$ cat src/rtl/remap_pkg.sv
package remap_pkg;

  localparam int SZW = 6;

  localparam logic [1:0] AX_X = 2'd0;
  localparam logic [1:0] AX_Y = 2'd1;
  localparam logic [1:0] AX_Z = 2'd2;

  typedef struct packed {
    logic [1:0]     mode;
    logic [1:0]     drop;
    logic [3:0]     offset;
    logic [2:0]     rev;
    logic [2:0]     order;
    logic [SZW-1:0] zm;
    logic [SZW-1:0] ym;
    logic [SZW-1:0] xm;
  } shape_t;

  // Axis driven at nesting level lvl (0 = innermost) for an order code.
  function automatic logic [1:0] level_axis(input logic [2:0] order, input int lvl);
    logic [5:0] seq;
    case (order)
      3'd1:    seq = {AX_Y, AX_Z, AX_X};
      3'd2:    seq = {AX_Z, AX_X, AX_Y};
      3'd3:    seq = {AX_X, AX_Z, AX_Y};
      3'd4:    seq = {AX_Y, AX_X, AX_Z};
      3'd5:    seq = {AX_X, AX_Y, AX_Z};
      default: seq = {AX_Z, AX_Y, AX_X};
    endcase
    return seq[lvl*2 +: 2];
  endfunction

endpackage

$ cat src/rtl/remap_axis_ctr.sv
module remap_axis_ctr #(
  parameter int W = 6
) (
  input  logic         clk,
  input  logic         rst_n,
  input  logic         clear,
  input  logic         inc,
  input  logic [W-1:0] lim,
  output logic [W-1:0] cnt,
  output logic         at_lim
);

  assign at_lim = (cnt == lim);

  always_ff @(posedge clk) begin
    if (!rst_n)     cnt <= '0;
    else if (clear) cnt <= '0;
    else if (inc)   cnt <= at_lim ? '0 : cnt + 1'b1;
  end

  // a counter never exceeds its size field
  p_cnt_bound_r5: assert property (@(posedge clk) disable iff (!rst_n)
    cnt <= lim);

endmodule

$ cat src/rtl/remap_index_compose.sv
module remap_index_compose
  import remap_pkg::*;
#(
  parameter int IDXW = 7,
  parameter int VLW  = 7
) (
  input  logic [2:0][SZW-1:0] cnt,
  input  logic [2:0][SZW-1:0] lim,
  input  logic [2:0]          rev,
  input  logic [1:0]          drop,
  input  logic [3:0]          offset,
  input  logic                bypass,
  input  logic [VLW-1:0]      step,
  output logic [IDXW-1:0]     idx
);

  localparam int WW = 3*SZW + 3;

  logic [2:0][SZW-1:0] coord;
  logic [2:0]          keep;
  logic [2:0][WW-1:0]  sz;
  logic [2:0][WW-1:0]  stride;
  logic [WW-1:0]       sum;

  for (genvar a = 0; a < 3; a++) begin : g_axis
    assign coord[a] = rev[a] ? lim[a] - cnt[a] : cnt[a];
    assign keep[a]  = (drop != 2'(a + 1));
    assign sz[a]    = WW'(lim[a]) + WW'(1);
  end

  always_comb begin
    stride[0] = WW'(1);
    stride[1] = keep[0] ? sz[0] : WW'(1);
    stride[2] = WW'(stride[1] * (keep[1] ? sz[1] : WW'(1)));
    sum = WW'(offset);
    for (int a = 0; a < 3; a++)
      if (keep[a]) sum = WW'(sum + WW'(coord[a]) * stride[a]);
  end

  assign idx = bypass ? IDXW'(step) : IDXW'(sum);

endmodule

$ cat src/rtl/mdim_index_remap.sv
module mdim_index_remap
  import remap_pkg::*;
#(
  parameter int IDXW = 7,
  parameter int VLW  = 7
) (
  input  logic            clk,
  input  logic            rst_n,
  input  logic            start,
  input  logic [31:0]     cfg_shape,
  input  logic [VLW-1:0]  cfg_len,
  output logic            out_valid,
  input  logic            out_ready,
  output logic [IDXW-1:0] out_idx,
  output logic            out_last
);

  shape_t              shp_q;
  logic [VLW-1:0]      len_q;
  logic [VLW-1:0]      step_q;
  logic                busy_q;
  logic                load, adv, bypass;
  logic [2:0][SZW-1:0] lim, cnt;
  logic [2:0]          at_lim, axis_inc, lvl_inc;
  logic [1:0]          lvl_ax [3];

  assign load      = start && !busy_q && (cfg_len != '0);
  assign adv       = busy_q && out_ready;
  assign out_valid = busy_q;
  assign out_last  = busy_q && (step_q == len_q - 1'b1);
  assign bypass    = (shp_q == '0);

  always_ff @(posedge clk) begin
    if (!rst_n) begin
      busy_q <= 1'b0;
      step_q <= '0;
      len_q  <= '0;
      shp_q  <= '0;
    end else if (load) begin
      busy_q <= 1'b1;
      step_q <= '0;
      len_q  <= cfg_len;
      shp_q  <= shape_t'(cfg_shape);
    end else if (adv) begin
      if (out_last) busy_q <= 1'b0;
      step_q <= step_q + 1'b1;
    end
  end

  assign lim[0] = shp_q.xm;
  assign lim[1] = shp_q.ym;
  assign lim[2] = shp_q.zm;

  // carry chain follows the nesting order: innermost steps on each transfer
  always_comb begin
    for (int k = 0; k < 3; k++) lvl_ax[k] = level_axis(shp_q.order, k);
    lvl_inc[0] = adv;
    lvl_inc[1] = lvl_inc[0] && at_lim[lvl_ax[0]];
    lvl_inc[2] = lvl_inc[1] && at_lim[lvl_ax[1]];
    axis_inc   = '0;
    for (int k = 0; k < 3; k++) axis_inc[lvl_ax[k]] = lvl_inc[k];
  end

  for (genvar a = 0; a < 3; a++) begin : g_ctr
    remap_axis_ctr #(.W(SZW)) u_ctr (
      .clk    (clk),
      .rst_n  (rst_n),
      .clear  (load),
      .inc    (axis_inc[a]),
      .lim    (lim[a]),
      .cnt    (cnt[a]),
      .at_lim (at_lim[a])
    );
  end

  remap_index_compose #(.IDXW(IDXW), .VLW(VLW)) u_compose (
    .cnt    (cnt),
    .lim    (lim),
    .rev    (shp_q.rev),
    .drop   (shp_q.drop),
    .offset (shp_q.offset),
    .bypass (bypass),
    .step   (step_q),
    .idx    (out_idx)
  );

  p_launch_r2: assert property (@(posedge clk) disable iff (!rst_n)
    (start && !out_valid && cfg_len != '0) |=> out_valid);

  p_hold_r3: assert property (@(posedge clk) disable iff (!rst_n)
    (out_valid && !out_ready) |=> (out_valid && $stable(out_idx) && $stable(out_last)));

  p_idle_after_last_r4: assert property (@(posedge clk) disable iff (!rst_n)
    (out_valid && out_ready && out_last) |=> !out_valid);

  p_linear_count_r10: assert property (@(posedge clk) disable iff (!rst_n)
    (out_valid && out_ready && !out_last && bypass) |=> (out_idx == IDXW'($past(out_idx) + 1'b1)));

endmodule

$ cat config.mk
export PLATFORM = sky130hd
export DESIGN_NAME = mdim_index_remap
export DESIGN_NICKNAME = d
export VERILOG_FILES = /design/src/rtl/remap_pkg.sv /design/src/rtl/remap_axis_ctr.sv /design/src/rtl/remap_index_compose.sv /design/src/rtl/mdim_index_remap.sv
export SDC_FILE = /design/constraint.sdc
export NUM_CORES = 1
export LEC_CHECK = 0
export BUFFER_PORTS_ARGS = -buffer_cell sky130_fd_sc_hd__buf_2
export CAP_MARGIN = 10
export CELL_PAD_IN_SITES_DETAIL_PLACEMENT = 0
export CELL_PAD_IN_SITES_GLOBAL_PLACEMENT = 2
export CORE_MARGIN = 2
export CORE_UTILIZATION = 37
export CTS_CLUSTER_SIZE = 12
export DETAILED_ROUTE_END_ITERATION = 10
export PLACE_DENSITY_LB_ADDON = 0.1
export SYNTH_ARGS = -nofsm -noshare
export SYNTH_HDL_FRONTEND = slang
export SYNTH_SLANG_ARGS = --single-unit
export TNS_END_PERCENT = 50
$ cat constraint.sdc
create_clock -name clk -period 9.8 [get_ports clk]
set_input_delay 0 -clock clk [delete_from_list [all_inputs] [get_ports clk]]
set_output_delay 0 -clock clk [all_outputs]
set_load 0.03 [all_outputs]
# ---- Word-level counts from Yosys, hierarchy flattened
# Index checks and enable logic that the tools add are counted.
dict set report op_classes {
  add_sub_neg 13
  multipliers 3
  div 0
  order_cmp 6
  n_eq_ne 12
  shifts 0
  mux 28
  bitwise_logic 2
  reduce_logical 16
}
# cell count
set op_table {}
lappend op_table {{multiplier 6 x 21 -> 7 bit} 2}
lappend op_table {{2-to-1 mux 21 bit} 2}
lappend op_table {{2-to-1 mux 6 bit} 6}
lappend op_table {{zero test 32 bit} 1}
lappend op_table {{one-hot mux 6 bit (5 select lines)} 1}
lappend op_table {{2-to-1 mux 7 bit} 4}
lappend op_table {{multiplier 21 x 21 -> 21 bit} 1}
lappend op_table {{adder 6 x 1 -> 6 bit, second input constant} 3}
lappend op_table {{equality test 6 bit} 3}
lappend op_table {{subtractor 6 bit} 3}
lappend op_table {{adder 6 x 1 -> 7 bit, second input constant} 2}
lappend op_table {{adder 7 bit} 2}
lappend op_table {{logical AND 1 bit} 9}
lappend op_table {{< comparator 2 x 3 -> 1 bit, second input constant} 3}
lappend op_table {{2-to-1 mux 1 bit} 8}
lappend op_table {{adder 4 x 6 -> 7 bit} 1}
lappend op_table {{adder 7 x 1 -> 7 bit, second input constant} 1}
lappend op_table {{equality test 7 bit} 1}
lappend op_table {{nonzero test 7 bit} 1}
lappend op_table {{subtractor 7 x 1 -> 7 bit, second input constant} 1}
lappend op_table {{bitwise mux 3 bit} 2}
lappend op_table {{demux 1 bit (select 2 bit)} 3}
lappend op_table {{equality test 3 x 2 -> 1 bit, second input constant} 2}
lappend op_table {{equality test 3 bit, second input constant} 2}
lappend op_table {{11 further kinds} 16}
dict set report word_totals {
  regBits 65
  latch_bits 0
  ramBits 0
  rom_bits 0
  output_inout_bits 9
  wordCells 94
  mem_count 0
}

# ---- Depth between registers and ports, before layout
# Gate-level depths: netlist (run 1).
dict set report depth {
  word_depth 9
  ltp_mapped 31
}

# ---- Cells and area by module
# A second synthesis (run 1) with hierarchy kept.
dict set report unflattened {
  hier_cells 899
  hier_area_um2 7189.4
}
# module n_inst cells_per_inst area_each_um2 seq_area_each_um2
set modules_own_cells {}
lappend modules_own_cells {remap_index_compose 1 524 4028.9 0.0}
lappend modules_own_cells {mdim_index_remap 1 264 2180.8 940.9}
lappend modules_own_cells {remap_axis_ctr 3 37 326.6 120.1}

# ---- Worst setup path before layout (run 1)
# No wires, ideal clock.
dict set report synth_timing {
  path_type {flip-flop to output port}
  startpoint {register shp_q (netlist bit lim[1])}
  endpoint {output out_idx[6]}
  arrival_ns 7.903
  path_slack_ns 1.897
  path_stages_with_launch 29
  n_path_buf 1
  cell_sequence {dfxtp_1 > inv_1 > ha_1 > nand2_1 > clkbuf_1 > or3_1 > fa_1 > inv_1 > ha_1 > ha_1 > ha_1 > ha_1 > ha_1 > ha_1 > xnor2_1 > nor2_1 > fa_1 > fa_1 > fa_1 > fa_1 > xnor2_1 > xnor2_1 > xnor3_1 > xnor2_1 > xnor3_1 > xnor3_1 > a21oi_2 > xnor3_1 > mux2_2}
}
dict set report synth_via {
  elab_chain_cells 9
  elab_cells_between_ends 15
}
# element line_no
set synth_rtl {}
lappend synth_rtl {{start, declared} mdim_index_remap.sv:18} ;# shape_t shp_q;
lappend synth_rtl {{start signal, assigned} mdim_index_remap.sv:43} ;# shp_q <= shape_t'(cfg_shape);
lappend synth_rtl {{parallel branches: the longest is 8 deep, another holds multiplier 21 x 21 -> 21 bit} --}
lappend synth_rtl {{2-to-1 mux 7 bit *} remap_index_compose.sv:40} ;# assign idx = bypass ? IDXW'(step) : IDXW'(sum);
lappend synth_rtl {{end, declared} mdim_index_remap.sv:14} ;# output logic [IDXW-1:0] out_idx,
# Every way passes the cells marked *.

# ---- Worst setup path after layout (run 1)
dict set report layout_timing {
  startpoint {register shp_q[29] (netlist bit)}
  endpoint {output out_idx[6]}
}
dict set report layout_via {
  elab_chain_cells 8
  elab_cells_between_ends 15
}
# element line_no
set layout_rtl {}
lappend layout_rtl {{parallel branches: the longest is 7 deep, another holds multiplier 21 x 21 -> 21 bit} --}
lappend layout_rtl {{2-to-1 mux 7 bit *} remap_index_compose.sv:40}
# Marked as above.

==> results of run 1 <==
[layout make-up]
class,count,area [um^2],share of cell area
tap,229,287,0.0357
sequential,65,1300,0.162
clock inverter,3,65.1,0.00811
multi-input combinational,693,5170,0.645
timing repair buffer,96,691,0.0861
inverter,66,248,0.0309
clock buffer,11,253,0.0315
[metrics by stage]
step | setup slack (ns) | util | hold slack [ns] | power [mW]
5_1_grt | 0.247 | 0.443 | 0.0556 | 1.03
4_1_cts | 0.680 | 0.443 | 0.00182 | 0.982
2_1_floorplan | 1.90 | - | 0.145 | 0.518
3_3_place_gp | 1.22 | 0.404 | 0.251 | 0.605
3_5_place_dp | 1.10 | 0.404 | 0.265 | 0.609
6_report | 0.730 | 0.443 | 0.0197 | 0.970
[cell families (layout without fill, tap and decap cells)]
kind of cell,Yosys count,count (layout)
fa+ha+maj,109,109
xor+xnor,86,86
flops,65,65
mux,15,15
compound gates,139,139
buf+inv,99,176
simple gates,344,344
[metal layers]
layer,part of all wire,track usage
met4,0.014,0.0505
met5,0,0
met3,0.030,0.0297
met2,0.46,0.347
met1,0.50,0.298
[worst paths after layout]
kind,endpoint,slack (ns),depth (start not counted)
setup / recovery,out_idx[6],0.73,27
hold / removal,out_valid,0.02,4
setup reg to reg,g_ctr[1].u_ctr.cnt[5],6.82,11
hold reg to reg,len_q[6],0.49,2
[synthesized netlist by cell type (all sizes together) (4+ instances only)]
master,count,share of area
mux2i,11,0.016
clkbuf,25,0.014
nor4,11,0.010
xnor3,9,0.030
a31oi,4,0.0036
a21boi,41,0.045
dfxtp,65,0.19
fa,34,0.099
a21o,13,0.014
xor2,22,0.028
nand2,149,0.081
nand2b,5,0.0056
nand3,27,0.020
nor2,83,0.046
a211oi,4,0.0066
mux2,4,0.0066
xnor2,55,0.070
or3,7,0.0071
and2,6,0.0055
ha,75,0.14
inv,66,0.036
nor3,17,0.012
nor2b,10,0.0091
a21oi,40,0.031
nand4,11,0.010
o21ai,18,0.013
buf,8,0.0082
and3,6,0.0055
[cells in the final DEF (no fill, tap or decap), types with 4 or more instances in the layout]
cell type,Yosys,routed
a21boi_0,41,41
a21o_1,13,13
a21oi_1,38,38
a31oi_1,4,4
and2_1,6,6
and3_1,6,6
buf_2,3,51
buf_4,0,6
clkbuf_16,0,9
dfxtp_1,65,65
dlygate4sd3_1,0,39
fa_1,34,34
ha_1,75,75
inv_1,64,64
mux2_2,4,4
mux2i_1,11,11
nand2_1,149,149
nand2b_1,4,4
nand3_1,26,26
nand4_1,11,11
nor2_1,82,82
nor2b_1,10,10
nor3_1,17,17
nor4_1,11,11
o21ai_0,13,13
o21ai_1,5,5
or3_1,6,6
xnor2_1,55,55
xnor3_1,8,8
xor2_1,22,22
[timing repair]
action | in CTS | in global routing
hold endpoints to repair | 39 | 0
hold buffers | 39 | 0
setup buffers | 0 | 0
[worst max-delay path, cell delays in order (launching register included)]
cell      delay, ns
dfxtp_1        0.51
nand2b_1       0.40
nand2_1        0.37
or3_1          0.47
fa_1           0.51
inv_1          0.05
ha_1           0.30
ha_1           0.31
ha_1           0.31
ha_1           0.30
ha_1           0.30
ha_1           0.36
xnor2_1        0.25
nor2_1         0.09
fa_1           0.50
fa_1           0.44
fa_1           0.52
fa_1           0.42
xnor2_1        0.19
xnor2_1        0.16
xnor3_1        0.35
xnor2_1        0.17
xnor3_1        0.43
xnor3_1        0.20
a21oi_2        0.12
xnor3_1        0.25
mux2_2         0.28
buf_2          0.18
[registers in the layout, summed over array words and instances, names as in the netlist]
| name | count |
|---|---|
| lim | 18 |
| out_valid | 1 |
| g_ctr.u_ctr.cnt | 18 |
| step_q | 7 |
| len_q | 7 |
| shp_q | 14 |
[report_power, final]
| group | leakage (nW) | switching [mW] | internal [mW] | total (mW) |
|---|---|---|---|---|
| clock network | 0.157 | 0.122 | 0.233 | 0.356 |
| logic | 2.81 | 0.187 | 0.130 | 0.317 |
| registers | 0.530 | 0.0218 | 0.275 | 0.297 |
| total | 3.49 | 0.331 | 0.638 | 0.970 |
==> results.ini, run 1 <==
[status]
outcome=finished clean

[synth]
ys_seq_area_frac=0.189
ys.flop_type=dfxtp_1
synth_top_family_by_area=adder cells
ys_types=62
synth-compound-area-share=0.139
syn_nets=1009
synth_xor_xnor_area_share=0.128
synthAdderAreaFrac=0.236
synth_area_um2=6870
syn_inst=857
synth_warnings=0
synthArstFlopShare=0
synth_edf_count=0
synth_simple_gate_area_share=0.227
avgSynthCellArea_um2=8.02
synthMuxAreaShare=0.0226
synth-seq-cells=65

[clock_network]
cts_tree=built
clk_pin_slew_ns=0.05
cts_buffers=9
clk_path_buf_depth=2
cts-root-buf=clkbuf_16
clk-insertion-delay-late_ns=0.34
cts.sinks=65
cts_resized=0
htree_levels=3

[floorplanning]
die_h_um=140
core_um2=18100
die_area_um2=19700
io_pins=52
rows=49
initial_utilization=0.380
fp.dieW_um=140

[grt]
antenna_found_initial=0
grt_pass1_vias=5969
grt_max_degree=42
overflow=0
grtUsageTotal=0.213
grt_pass1_wl_um=32500

[sta]
hold_viol_final=0
rsz0062_at_grt=no
fin_crit_sh=0.926
fmax_mhz=110
tightest_slew_ns=0.818
clock_skew_ns=0.0126
final.min_clock_period_ns=9.07
finalSetupTns_ns=0
slew_viol_final=0
slew_headroom=0.453
finalSetupViolations=0

[min_path]
min_from=out_ready
worst_hold_path_type=in2reg

[detailed_routing]
antenna_left=0
dr.pass1.iters=5
wl_um=20100
drc=0
drt_iter0_drc=275
post_drt_wl_per_cell_um=17.3
via_per_inst=5.09
vias=5925

[setup_path]
worstSetupPathType=reg2out
rr_startpoint=lim[6]
crit_fanout=11
start_kind=flop
crit_required_ns=9.80
crit_arrival_ns=9.07
startpoint=shp_q[29]
cp-end-kind=output port

[pwr]
powerDensity_nw_per_um2=121
cellLeakagePower_nw=3.49
peakVddDrop_uv=76.8

[cells_and_area]
fin_cells=1163
syn2layout_area_growth_pct=16.7
layout-drive-gt1-share=0.0974
antenna_cells=0
fillers=1851
finalInstanceArea_um2=8020
final_nets=1083

[placement]
port_buffers=51
dp.cells=1110
placed_area_um2=7310
gp_congestion=0.873
hpwl_um=16200

[job]
drv_cap=0

Power figures use the tool's default switching activity.
==> run 2: changes to the inputs <==
--- a/config.mk
+++ b/config.mk
@@ -13,7 +13,7 @@
 export CORE_UTILIZATION = 37
 export CTS_CLUSTER_SIZE = 12
 export DETAILED_ROUTE_END_ITERATION = 10
-export PLACE_DENSITY_LB_ADDON = 0.1
+export PLACE_DENSITY_LB_ADDON = 0.2
 export SYNTH_ARGS = -nofsm -noshare
 export SYNTH_HDL_FRONTEND = slang
 export SYNTH_SLANG_ARGS = --single-unit
==> results.ini, run 2 (synthesis results as in run 1) <==
[status]
outcome=finished clean

[pwr]
peakVddDrop_uv=102
clock_power_share=0.370
p_sw_uw=326
total_power_uw=968
internal-power_uw=641
powerDensity_nw_per_um2=120
pwr-share-comb=0.323
pwr-share-seq=0.307
cellLeakagePower_nw=3.50
swShare=0.337

[sta]
slew_headroom=0.566
fmax_mhz=111
tightest_slew_ns=0.651
finalSetupTns_ns=0
clock_skew_ns=0.0117
hold-worst-slack_ns=0.0292
fin_crit_sh=0.917
final.min_clock_period_ns=8.99
hold_viol_final=0
layout_setup_ws_ns=0.811
finalSetupViolations=0
slew_viol_final=0
rsz0062_at_grt=no

[clock_network]
cts-root-buf=clkbuf_16
clk_path_buf_depth=2
clk_pin_slew_ns=0.05
cts.sinks=65
postCtsSetupBuffers=0
htree_levels=3
cts_buffers=9
clk-insertion-delay-late_ns=0.34
cts_tree=built

[setup_path]
critPathTopFamily=adder cells
crit_required_ns=9.80
cp.depth=27
critPathSlowestCell=fa_1
worst_path_most_repeated_cell=ha_1
rr_startpoint=lim[6]
crit_fanout=11
crit_buf_inv=2
worstSetupPathType=reg2out
start_kind=flop
cpPeakStageDelay_ns=0.52
r2r.worst_path.cells=9
cp-end-kind=output port
crit_arrival_ns=8.99
startpoint=shp_q[29]

[job]
drv_cap=0

[detailed_routing]
dr.max_layer_used=met4
wl_met1_um=9290
dr.pass1.iters=5
met2_length_um=8890
drt_iter0_drc=229
vias=5977
wl_um=19300
wl_met3_um=691
drc=0
via_per_inst=5.13
antenna_left=0
post_drt_wl_per_cell_um=16.6

[floorplanning]
io_pins=52
fp.dieW_um=140
die_area_um2=19700
die_h_um=140
core_um2=18100
rows=49
initial_utilization=0.380

[cells_and_area]
multi_input_area_um2=5170
layout-drive-gt1-share=0.0993
antenna_cells=0
syn2layout_area_growth_pct=17.0
utilization=0.444
finalInstanceArea_um2=8040
final_common_cell=nand2_1
final_cell_mix=nand2_1 (149), nor2_1 (82), ha_1 (75), dfxtp_1 (65), inv_1 (64)
final_nets=1084
seq_area_um2=1300
fin_cells=1166
fillers=1839

[placement]
place_ws_ns=1.17
gp_congestion=0.889
dp.cells=1111
placed_area_um2=7320
hpwl_um=15700
port_buffers=51

[grt]
grt_max_degree=42
grtUsageTotal=0.205
grt_pass1_vias=6111
overflow=0
grt_pass1_wl_um=31700
antenna_found_initial=0

[min_path]
min_from=out_ready
hold_depth=4
worst_hold_path_type=in2reg

-- run 2: area by class of cell --
cell class | count | area share
multi-input cells | 693 | 0.644
flip-flops and latches | 65 | 0.162
repair buffers | 97 | 0.0868
well taps | 229 | 0.0356
clock buffers | 12 | 0.0319
inverters | 66 | 0.0308
clock inverters | 4 | 0.00934
-- run 2: worst register-to-register path, delay by kind of cell, from the launching register on --
kind | cells | cell delay (ns)
adder cells (fa/ha/maj) | 1 | 0.33
buffers and inverters | 1 | 0.13
AO/OA/AOI/OAI | 4 | 1.36
flip-flops | 1 | 0.52
AND/OR/NAND/NOR | 3 | 0.56
-- run 2: path summary, 6_finish.rpt --
path,end,slack [ns]
worst max-delay path,out_idx[6],0.81
worst min-delay path,out_valid,0.03
worst max register to register,g_ctr[2].u_ctr.cnt[1],6.79
worst min register to register,shp_q[30],0.47
-- run 2: power by group through the flow --
stage	Combinational, mW	Clock, mW	Sequential, mW
floorplan	0.227	0	0.291
finish	0.313	0.358	0.297
global placement	0.299	0	0.302
detailed placement	0.302	0	0.303
global route	0.350	0.381	0.300
CTS	0.316	0.365	0.297
-- run 2: per-layer routing --
| metal | vias up | GRT usage |
|---|---|---|
| met4 | 0 | 0.0723 |
| met5 | - | 0 |
| li1 | 3029 | - |
| met3 | 31 | 0.0287 |
| met1 | 2808 | 0.277 |
| met2 | 109 | 0.335 |
-- run 2: repair_timing --
action                    CTS  global route
hold buffers               39             0
gates resized for setup     0             0
hold endpoints to repair   39             0
